==> config.mk <==
export PLATFORM = sky130hd
export DESIGN_NAME = aud_serial_port
export DESIGN_NICKNAME = d
export VERILOG_FILES = /design/src/rtl/aud_ser_pkg.sv /design/src/rtl/aud_bclk_gen.sv /design/src/rtl/aud_tx_path.sv /design/src/rtl/aud_rx_path.sv /design/src/rtl/aud_clk_watch.sv /design/src/rtl/aud_serial_port.sv
export SDC_FILE = /design/constraint.sdc
export NUM_CORES = 1
export LEC_CHECK = 0
export ABC_CLOCK_PERIOD_IN_PS = 10600
export BUFFER_PORTS_ARGS = -buffer_cell sky130_fd_sc_hd__buf_4
export CAP_MARGIN = 20
export CORE_UTILIZATION = 48
export DETAILED_ROUTE_END_ITERATION = 7
export PLACE_DENSITY = 0.68
export RECOVER_POWER = 50
export SYNTH_ARGS = -nofsm -noshare
export SYNTH_HDL_FRONTEND = slang
export SYNTH_HIERARCHICAL = 1
export SYNTH_SLANG_ARGS = --single-unit
==> constraint.sdc <==
create_clock -name clk -period 10.6 [get_ports clk]
set_input_delay 0.53 -clock clk [delete_from_list [all_inputs] [get_ports clk]]
set_output_delay 0.53 -clock clk [all_outputs]
set_load 0.005 [all_outputs]
==> src/rtl/aud_ser_pkg.sv <==
// Package: shared codes, flag positions and the slot decoder of the audio port.
// Assumes frame position counts from 0 at the first bit clock of a frame.
package aud_ser_pkg;
    localparam int MAX_W   = 32;
    localparam int POS_W   = 6;
    localparam int N_FLAGS = 5;

    localparam int FLG_UNDERRUN = 0;
    localparam int FLG_OVERRUN  = 1;
    localparam int FLG_ZC_L     = 2;
    localparam int FLG_ZC_R     = 3;
    localparam int FLG_CLK_LOST = 4;

    typedef enum logic [1:0] {
        FMT_I2S   = 2'd0,
        FMT_MSBJ  = 2'd1,
        FMT_PCM_A = 2'd2,
        FMT_PCM_B = 2'd3
    } fmt_e;

    typedef struct packed {
        logic       lr;
        logic       right;
        logic [4:0] bit_idx;
        logic       first;
    } slot_t;

    // Mask keeping the low W bits of a sample.
    function automatic logic [MAX_W-1:0] width_mask(input logic [1:0] wsel);
        case (wsel)
            2'd0:    return 32'h0000_00FF;
            2'd1:    return 32'h0000_FFFF;
            2'd2:    return 32'h00FF_FFFF;
            default: return 32'hFFFF_FFFF;
        endcase
    endfunction

    // Map a frame position to frame clock level, channel and bit index.
    function automatic slot_t decode_slot(input logic [1:0] fmt, input logic [1:0] wsel,
                                          input logic [POS_W-1:0] pos);
        int    w, f, p, d, off;
        slot_t s;
        w = 8 * (int'(wsel) + 1);
        f = 2 * w;
        p = int'(pos);
        if (fmt == FMT_I2S || fmt == FMT_PCM_A) d = (p == 0) ? f - 1 : p - 1;
        else                                    d = p;
        s.right   = (d >= w);
        off       = s.right ? d - w : d;
        s.bit_idx = 5'(w - 1 - off);
        s.first   = (off == 0);
        case (fmt)
            FMT_I2S:  s.lr = (p >= w);
            FMT_MSBJ: s.lr = (p < w);
            default:  s.lr = (p == 0);
        endcase
        return s;
    endfunction
endpackage

==> src/rtl/aud_bclk_gen.sv <==
// Bit clock and frame position generator.
// Makes bclk from the system clock, counts frame position and drives lrclk.
// Assumes fmt/wsel change only while en is low. First tick after enable is a
// falling-edge action with bclk held low, so the first rising edge is position 0.
module aud_bclk_gen
    import aud_ser_pkg::*;
#(
    parameter int HALF_DIV = 2
) (
    input  logic       clk,
    input  logic       rst_n,
    input  logic       en,
    input  logic [1:0] fmt,
    input  logic [1:0] wsel,
    output logic       bclk,
    output logic       lrclk,
    output logic       fall_tick,
    output logic       rise_tick,
    output logic       nxt_right,
    output logic [4:0] nxt_bit,
    output logic       nxt_first,
    output logic       cur_right,
    output logic [4:0] cur_bit,
    output logic       cur_first
);
    localparam int CNT_W = (HALF_DIV > 1) ? $clog2(HALF_DIV) : 1;

    logic [CNT_W-1:0] div_q;
    logic             running_q;
    logic [POS_W-1:0] pos_q, pos_nxt, frame_last;
    logic             tick;
    slot_t            s_cur, s_nxt;

    assign frame_last = {wsel, 4'hF};
    assign pos_nxt    = (pos_q == frame_last) ? '0 : pos_q + 1'b1;
    assign tick       = en && (div_q == CNT_W'(HALF_DIV - 1));
    assign fall_tick  = tick && (!running_q || bclk);
    assign rise_tick  = tick && running_q && !bclk;
    assign s_cur      = decode_slot(fmt, wsel, pos_q);
    assign s_nxt      = decode_slot(fmt, wsel, pos_nxt);
    assign nxt_right  = s_nxt.right;
    assign nxt_bit    = s_nxt.bit_idx;
    assign nxt_first  = s_nxt.first;
    assign cur_right  = s_cur.right;
    assign cur_bit    = s_cur.bit_idx;
    assign cur_first  = s_cur.first;

    // Divider, bit clock phase, frame position and frame clock.
    always_ff @(posedge clk) begin
        if (!rst_n || !en) begin
            div_q     <= '0;
            running_q <= 1'b0;
            bclk      <= 1'b0;
            lrclk     <= 1'b0;
            pos_q     <= frame_last;
        end else begin
            div_q <= tick ? '0 : div_q + 1'b1;
            if (tick) begin
                if (!running_q) running_q <= 1'b1;
                else            bclk      <= !bclk;
            end
            if (fall_tick) begin
                pos_q <= pos_nxt;
                lrclk <= s_nxt.lr;
            end
        end
    end

    p_idle_low_r1: assert property (@(posedge clk) disable iff (!rst_n)
        !en |=> (!bclk && !lrclk));
    p_lr_on_fall_r3: assert property (@(posedge clk) disable iff (!rst_n)
        $changed(lrclk) |-> !bclk);
endmodule

==> src/rtl/aud_tx_path.sv <==
// Transmit path: fetches samples per slot, applies mute and underrun zeroing,
// shifts bits out on falling ticks and detects sign changes per channel.
// Assumes the slot info given is that of the position entered at fall_tick.
module aud_tx_path
    import aud_ser_pkg::*;
(
    input  logic             clk,
    input  logic             rst_n,
    input  logic             en,
    input  logic             fall_tick,
    input  logic             nxt_right,
    input  logic [4:0]       nxt_bit,
    input  logic             nxt_first,
    input  logic [1:0]       wsel,
    input  logic             mono,
    input  logic             mute,
    input  logic [1:0]       zc_en,
    input  logic             tx_valid,
    input  logic [MAX_W-1:0] tx_data,
    output logic             tx_ready,
    output logic             sdo,
    output logic             underrun_evt,
    output logic [1:0]       zc_evt
);
    logic             need_fetch, load, sign;
    logic [MAX_W-1:0] src, cur_q, mono_q;
    logic [1:0]       have_prev_q, prev_sign_q;
    logic [4:0]       sign_idx;

    assign need_fetch   = nxt_first && (!mono || !nxt_right);
    assign tx_ready     = fall_tick && need_fetch;
    assign load         = fall_tick && nxt_first;
    assign underrun_evt = tx_ready && !tx_valid;
    assign sign_idx     = {wsel, 3'b111};
    assign sign         = src[sign_idx];

    // Word entering the slot: stream word, zeros, or the repeated mono word.
    always_comb begin
        if (need_fetch) src = (tx_valid && !mute) ? (tx_data & width_mask(wsel)) : '0;
        else            src = mono_q;
    end

    // Zero-cross events, one per channel (0 = left, 1 = right).
    for (genvar c = 0; c < 2; c++) begin : g_zc
        assign zc_evt[c] = load && (nxt_right == 1'(c)) && zc_en[c]
                           && have_prev_q[c] && (prev_sign_q[c] != sign);
    end

    // Slot word, serial bit and per-channel sign history.
    always_ff @(posedge clk) begin
        if (!rst_n || !en) begin
            cur_q       <= '0;
            mono_q      <= '0;
            sdo         <= 1'b0;
            have_prev_q <= '0;
            prev_sign_q <= '0;
        end else if (fall_tick) begin
            if (load) begin
                cur_q                  <= src;
                sdo                    <= src[nxt_bit];
                have_prev_q[nxt_right] <= 1'b1;
                prev_sign_q[nxt_right] <= sign;
                if (need_fetch) mono_q <= src;
            end else begin
                sdo <= cur_q[nxt_bit];
            end
        end
    end
endmodule

==> src/rtl/aud_rx_path.sv <==
// Receive path: samples sdi on rising ticks, assembles a word per slot and
// holds it on a valid/ready output; reports overrun when the holder is busy.
// Assumes slot info is that of the current position at rise_tick.
module aud_rx_path
    import aud_ser_pkg::*;
(
    input  logic             clk,
    input  logic             rst_n,
    input  logic             en,
    input  logic             rise_tick,
    input  logic             cur_right,
    input  logic [4:0]       cur_bit,
    input  logic             cur_first,
    input  logic [1:0]       wsel,
    input  logic             mono,
    input  logic             mono_left,
    input  logic             sdi,
    input  logic             rx_ready,
    output logic             rx_valid,
    output logic [MAX_W-1:0] rx_data,
    output logic             rx_left,
    output logic             overrun_evt
);
    logic [MAX_W-2:0] sh_q;
    logic             armed_q, capture, emit;
    logic [MAX_W-1:0] word;

    assign capture     = !mono || (mono_left == !cur_right);
    assign emit        = en && rise_tick && armed_q && (cur_bit == 5'd0) && capture;
    assign word        = {sh_q, sdi} & width_mask(wsel);
    assign overrun_evt = emit && rx_valid && !rx_ready;

    // Shift register, slot arming and output holding register.
    always_ff @(posedge clk) begin
        if (!rst_n) begin
            sh_q     <= '0;
            armed_q  <= 1'b0;
            rx_valid <= 1'b0;
            rx_data  <= '0;
            rx_left  <= 1'b0;
        end else begin
            if (rx_valid && rx_ready) rx_valid <= 1'b0;
            if (!en) begin
                armed_q <= 1'b0;
            end else if (rise_tick) begin
                sh_q <= {sh_q[MAX_W-3:0], sdi};
                if (cur_first) armed_q <= 1'b1;
                if (emit && !(rx_valid && !rx_ready)) begin
                    rx_data  <= word;
                    rx_valid <= 1'b1;
                    rx_left  <= !cur_right;
                end
            end
        end
    end

    p_hold_on_stall_r11: assert property (@(posedge clk) disable iff (!rst_n)
        (rx_valid && !rx_ready) |=> (rx_valid && $stable(rx_data)));
endmodule

==> src/rtl/aud_clk_watch.sv <==
// Bit clock loss watchdog for slave operation.
// Synchronises ext_bclk, counts system clocks without an edge and reports loss.
// Assumes ext_bclk is asynchronous to clk.
module aud_clk_watch #(
    parameter int LOSS_CYCLES = 256
) (
    input  logic clk,
    input  logic rst_n,
    input  logic slave_mode,
    input  logic ext_bclk,
    output logic lost_evt
);
    localparam int CNT_W = $clog2(LOSS_CYCLES + 1);

    logic [2:0]       sync_q;
    logic [CNT_W-1:0] cnt_q;
    logic             edge_seen;

    assign edge_seen = sync_q[2] ^ sync_q[1];
    assign lost_evt  = slave_mode && (cnt_q == CNT_W'(LOSS_CYCLES));

    // Synchroniser and edge-free interval counter.
    always_ff @(posedge clk) begin
        if (!rst_n) begin
            sync_q <= '0;
            cnt_q  <= '0;
        end else begin
            sync_q <= {sync_q[1:0], ext_bclk};
            if (!slave_mode || edge_seen)          cnt_q <= '0;
            else if (cnt_q != CNT_W'(LOSS_CYCLES)) cnt_q <= cnt_q + 1'b1;
        end
    end
endmodule

==> src/rtl/aud_serial_port.sv <==
// Top of the master audio serial port. Wires the bit clock generator, the
// transmit and receive paths and the clock watchdog, and keeps sticky flags.
// Assumes configuration inputs change only while en is low.
module aud_serial_port
    import aud_ser_pkg::*;
#(
    parameter int HALF_DIV    = 2,
    parameter int LOSS_CYCLES = 256
) (
    input  logic               clk,
    input  logic               rst_n,
    input  logic               en,
    input  logic [1:0]         fmt,
    input  logic [1:0]         wsel,
    input  logic               mono,
    input  logic               mono_left,
    input  logic               mute,
    input  logic               zc_en_l,
    input  logic               zc_en_r,
    input  logic               slave_mode,
    input  logic               ext_bclk,
    input  logic               tx_valid,
    output logic               tx_ready,
    input  logic [MAX_W-1:0]   tx_data,
    output logic               rx_valid,
    input  logic               rx_ready,
    output logic [MAX_W-1:0]   rx_data,
    output logic               rx_left,
    output logic               bclk,
    output logic               lrclk,
    output logic               sdo,
    input  logic               sdi,
    input  logic [N_FLAGS-1:0] flag_clr,
    output logic [N_FLAGS-1:0] flags
);
    logic             fall_tick, rise_tick;
    logic             nxt_right, nxt_first, cur_right, cur_first;
    logic [4:0]       nxt_bit, cur_bit;
    logic             underrun_evt, overrun_evt, lost_evt;
    logic [1:0]       zc_evt;
    logic [N_FLAGS-1:0] set_vec;

    aud_bclk_gen #(.HALF_DIV(HALF_DIV)) i_bclk_gen (
        .clk(clk), .rst_n(rst_n), .en(en), .fmt(fmt), .wsel(wsel),
        .bclk(bclk), .lrclk(lrclk), .fall_tick(fall_tick), .rise_tick(rise_tick),
        .nxt_right(nxt_right), .nxt_bit(nxt_bit), .nxt_first(nxt_first),
        .cur_right(cur_right), .cur_bit(cur_bit), .cur_first(cur_first)
    );

    aud_tx_path i_tx_path (
        .clk(clk), .rst_n(rst_n), .en(en), .fall_tick(fall_tick),
        .nxt_right(nxt_right), .nxt_bit(nxt_bit), .nxt_first(nxt_first),
        .wsel(wsel), .mono(mono), .mute(mute), .zc_en({zc_en_r, zc_en_l}),
        .tx_valid(tx_valid), .tx_data(tx_data), .tx_ready(tx_ready), .sdo(sdo),
        .underrun_evt(underrun_evt), .zc_evt(zc_evt)
    );

    aud_rx_path i_rx_path (
        .clk(clk), .rst_n(rst_n), .en(en), .rise_tick(rise_tick),
        .cur_right(cur_right), .cur_bit(cur_bit), .cur_first(cur_first),
        .wsel(wsel), .mono(mono), .mono_left(mono_left), .sdi(sdi),
        .rx_ready(rx_ready), .rx_valid(rx_valid), .rx_data(rx_data),
        .rx_left(rx_left), .overrun_evt(overrun_evt)
    );

    aud_clk_watch #(.LOSS_CYCLES(LOSS_CYCLES)) i_clk_watch (
        .clk(clk), .rst_n(rst_n), .slave_mode(slave_mode),
        .ext_bclk(ext_bclk), .lost_evt(lost_evt)
    );

    assign set_vec[FLG_UNDERRUN] = underrun_evt;
    assign set_vec[FLG_OVERRUN]  = overrun_evt;
    assign set_vec[FLG_ZC_L]     = zc_evt[0];
    assign set_vec[FLG_ZC_R]     = zc_evt[1];
    assign set_vec[FLG_CLK_LOST] = lost_evt;

    // Sticky flags: an event sets the flag, a 1 on flag_clr clears it, set wins.
    for (genvar i = 0; i < N_FLAGS; i++) begin : g_flag
        always_ff @(posedge clk) begin
            if (!rst_n) flags[i] <= 1'b0;
            else        flags[i] <= set_vec[i] | (flags[i] & ~flag_clr[i]);
        end

        p_w1c_r14: assert property (@(posedge clk) disable iff (!rst_n)
            (flags[i] && flag_clr[i] && !set_vec[i]) |=> !flags[i]);
    end

    p_sdo_on_fall_r1: assert property (@(posedge clk) disable iff (!rst_n)
        (bclk && $past(bclk)) |-> $stable(sdo));
    p_lost_slave_r13: assert property (@(posedge clk) disable iff (!rst_n)
        $rose(flags[FLG_CLK_LOST]) |-> $past(slave_mode));
endmodule

==> impl_metrics.json <==
{
  "yosysSeqAreaShare_pct": 36.79,
  "fillCellCount": 1727,
  "hp-start": "ext_bclk",
  "required_ns": 10.07,
  "grt_max_degree": 71,
  "r2r_setup_slack_ns": 3.34,
  "setup_viol": 0,
  "yosys-top-cells-area": "dfxtp_1, nand2_1, ha_1, nor2_1, a21oi_1",
  "criticalPathCategory": "flip-flop to output pin",
  "h-tree-depth": 4,
  "synth_top_area_cell": "dfxtp_1",
  "synth_warnings": 6,
  "ant_nets": 0,
  "cp.arrival_ns": 7.19,
  "start_util_pct": 49.21,
  "netlist_area_um2": 8870,
  "synthMuxAreaShare_pct": 5.558,
  "synth_simple_gate_area_share_pct": 23.57,
  "clkSinkCount": 162,
  "synth.ff_latch_count": 162,
  "r2r-start": "i_bclk_gen/pos_q[0]",
  "outcome": "complete, but fails checks",
  "rr_worst_depth": 24,
  "cts_hold_buf": 0,
  "synth_cells": 1044,
  "die_area_um2": 19030,
  "grt_usage_pct": 24.32,
  "grt_overflow_total": 0,
  "critical_path.max_fanout": 35,
  "wirelength_mm": 22.37,
  "synth_cell_types": 82,
  "antenna_found_initial": 0,
  "die_x_um": 137.9,
  "num_vias": 7674,
  "slew_viol_final": 69,
  "drc_errors": 0,
  "port_buffers": 96,
  "fmax_ghz": 0.1296,
  "hold_path_class": "primary input to flip-flop",
  "syn_area_per_cell_um2": 8.496,
  "seq_area_um2": 3263,
  "finalInstanceArea_um2": 10120,
  "cp-start-kind": "flip-flop",
  "hold_violations": 0,
  "numCtsBuffers": 17,
  "irDropWorstVdd_mv": 0.1264,
  "placed_area_um2": 9565,
  "fp.dieH_um": 137.9,
  "cts-root-buf": "clkbuf_16",
  "powerDensity_nw_per_um2": 152.0,
  "synth_top_family_by_area": "simple AND/OR/NAND/NOR gates",
  "fin_skew_ns": 0.006603,
  "synth_flop_cell": "dfxtp_1",
  "synth_top_area_share_pct": 36.11,
  "syn-num-nets": 1133,
  "post-route-period-util_pct": 72.79,
  "timing.hold.ws_ns": 0.3098,
  "whs_path_depth": 2,
  "drive_gt1_share_pct": 14.79,
  "post_cts_buffers": 0,
  "violations": "max-capacitance violations, max-slew violations",
  "synthArstFlopShare_pct": 0,
  "min_period_ns": 7.715,
  "rsz0062_at_grt": "no",
  "fin_setup_tns_ns": 0,
  "endpoint_kind": "output pin",
  "postCtsResizedCells": 0,
  "fin_util_pct": 56.15,
  "grt_pass1_vias": 7120,
  "synthXorXnorAreaFrac_pct": 2.849,
  "holdPathEnd": "i_clk_watch/sync_q[0]",
  "worstMarginPinSlew_ns": 2.631,
  "area_delta_synth_final_pct": 14.11,
  "synth-compound-area-share_pct": 20.41,
  "cts_buffer_depth": 2,
  "p_total_uw": 1538,
  "first_pass_iters": 5,
  "slew_headroom_pct": -75.41,
  "grt_pass1_wl_mm": 36.14,
  "cts_tree": "yes",
  "gp_congestion": 0.8731,
  "synth_edf_count": 2,
  "multiInputGateArea_um2": 5106,
  "viasPerCell": 5.766,
  "reg2reg_to": "i_tx_path/sdo",
  "dp.final_hpwl_mm": 15.20,
  "synth_fa_ha_area_share_pct": 5.107,
  "rows": 49,
  "p_leak_uw": 0.003686,
  "layout.nets": 1178,
  "avgRoutedWirePerCell_um": 16.81,
  "path_clk_slew_ns": 0.07,
  "drv_cap": 1,
  "ios": 97,
  "diodes": 0,
  "clk_latency_ns": 0.43,
  "drt_iter0_markers": 527,
  "coreArea_um2": 18020
}
-- synth_stat cells (20+ instances only) --
library cell / instances
dfxtp_1: 160
a211oi_1: 21
a21boi_0: 33
nand2_1: 153
ha_1: 33
o21ai_0: 22
a21oi_1: 57
inv_1: 25
clkbuf_1: 46
and3_1: 21
nor2_1: 90
nand3_1: 56
mux2i_1: 20
-- layer usage --
metal,up-vias,share of wire (%),GRT usage (%)
li1,3836,-,-
met1,3645,44,29.90
met2,168,49,40.69
met3,25,5.5,7.127
met4,0,1.4,7.609
met5,-,0,0
-- cell families after synthesis --
family                     Yosys count
AOI/OAI and AO/OA                  251
muxes                               35
DFF                                162
xor gates and xnor gates            28
and+or+nand+nor                    426
buffers and inverters              107
adders and majority gates           35
-- flip-flops by register name (all words and copies together), names as in the netlist, 3 cells and up --
register / cells
i_rx_path/rx_data: 32
i_tx_path/cur_q: 32
i_tx_path/mono_q: 32
i_rx_path/sh_q: 31
i_clk_watch/cnt_q: 9
i_bclk_gen/pos_q: 6
flags: 5
i_clk_watch/sync_q: 3
-- worst max-delay path, stage by stage (launching register included) --
cell     delay [ns]
dfxtp_1        0.54
ha_1           0.46
and2_1         0.22
a21oi_1        0.07
o32ai_1        0.52
and3_1         0.23
o21ai_0        0.13
nor2_1         0.21
inv_1          0.08
ha_1           0.29
nor2b_1        0.13
o21ai_0        0.35
nand3_1        0.19
ha_1           0.26
or3_4          0.47
nor4_1         0.20
o21ai_0        0.18
a21oi_1        0.42
and2_2         0.65
buf_16         0.26
nand2_1        0.06
buf_4          0.26
inv_2          0.38
buf_4          0.19
-- cells in the final DEF (no fill, tap or decap), types with 9 or more instances in the layout --
cell,count
o22ai_1,10
mux4_2,11
and2_1,12
a21boi_0,33
nand2_1,152
a21oi_1,57
or3_1,9
a22o_1,10
nand3_1,56
clkbuf_1,17
mux2i_1,20
xor2_1,14
a311oi_1,15
clkbuf_4,25
inv_1,25
ha_1,33
nor2_1,90
dfxtp_1,160
nor2b_1,15
a22oi_1,16
nor3_1,11
clkbuf_16,17
and3_1,21
o21ai_0,22
buf_4,62
nand4_1,11
xnor2_1,13
a211oi_1,21
-- worst max path at each step --
stage	depth (start not counted)	start	slack (ns)	end
4_1_cts	22	i_bclk_gen/pos_q[0]	2.82	tx_ready
3_5_place_dp	22	i_bclk_gen/pos_q[0]	3.28	tx_ready
6_report	23	i_bclk_gen/pos_q[0]	2.88	tx_ready
5_1_grt	23	i_bclk_gen/pos_q[0]	2.08	tx_ready
2_1_floorplan	26	i_bclk_gen/pos_q[0]	4.91	flags[2]
3_3_place_gp	22	i_bclk_gen/pos_q[0]	3.50	tx_ready
-- where the power goes --
group	leakage [µW]	internal (µW)	switching [µW]	total [µW]
Sequential	0.00131	613	6.10	619
Combinational	0.00209	122	177	299
Clock	0.000288	337	283	620
Total	0.00369	1070	466	1540
-- area by class of cell --
class	instances	share of cell area, %
sequential	162	32.24
clock buffer	18	4.240
multi-input combinational	775	50.45
inverter	26	0.9643
tap	229	2.831
timing repair buffer	107	7.665
clock inverter	14	1.607
-- metrics by stage --
stage	cells	setup WS, ns
after floorplan	1044	4.911
after global placement	1296	3.504
after detailed placement	1297	3.284
after CTS	1329	2.822
after global routing	1331	2.079
final	1331	2.885
No activity file was read; power rests on OpenSTA's default activity.
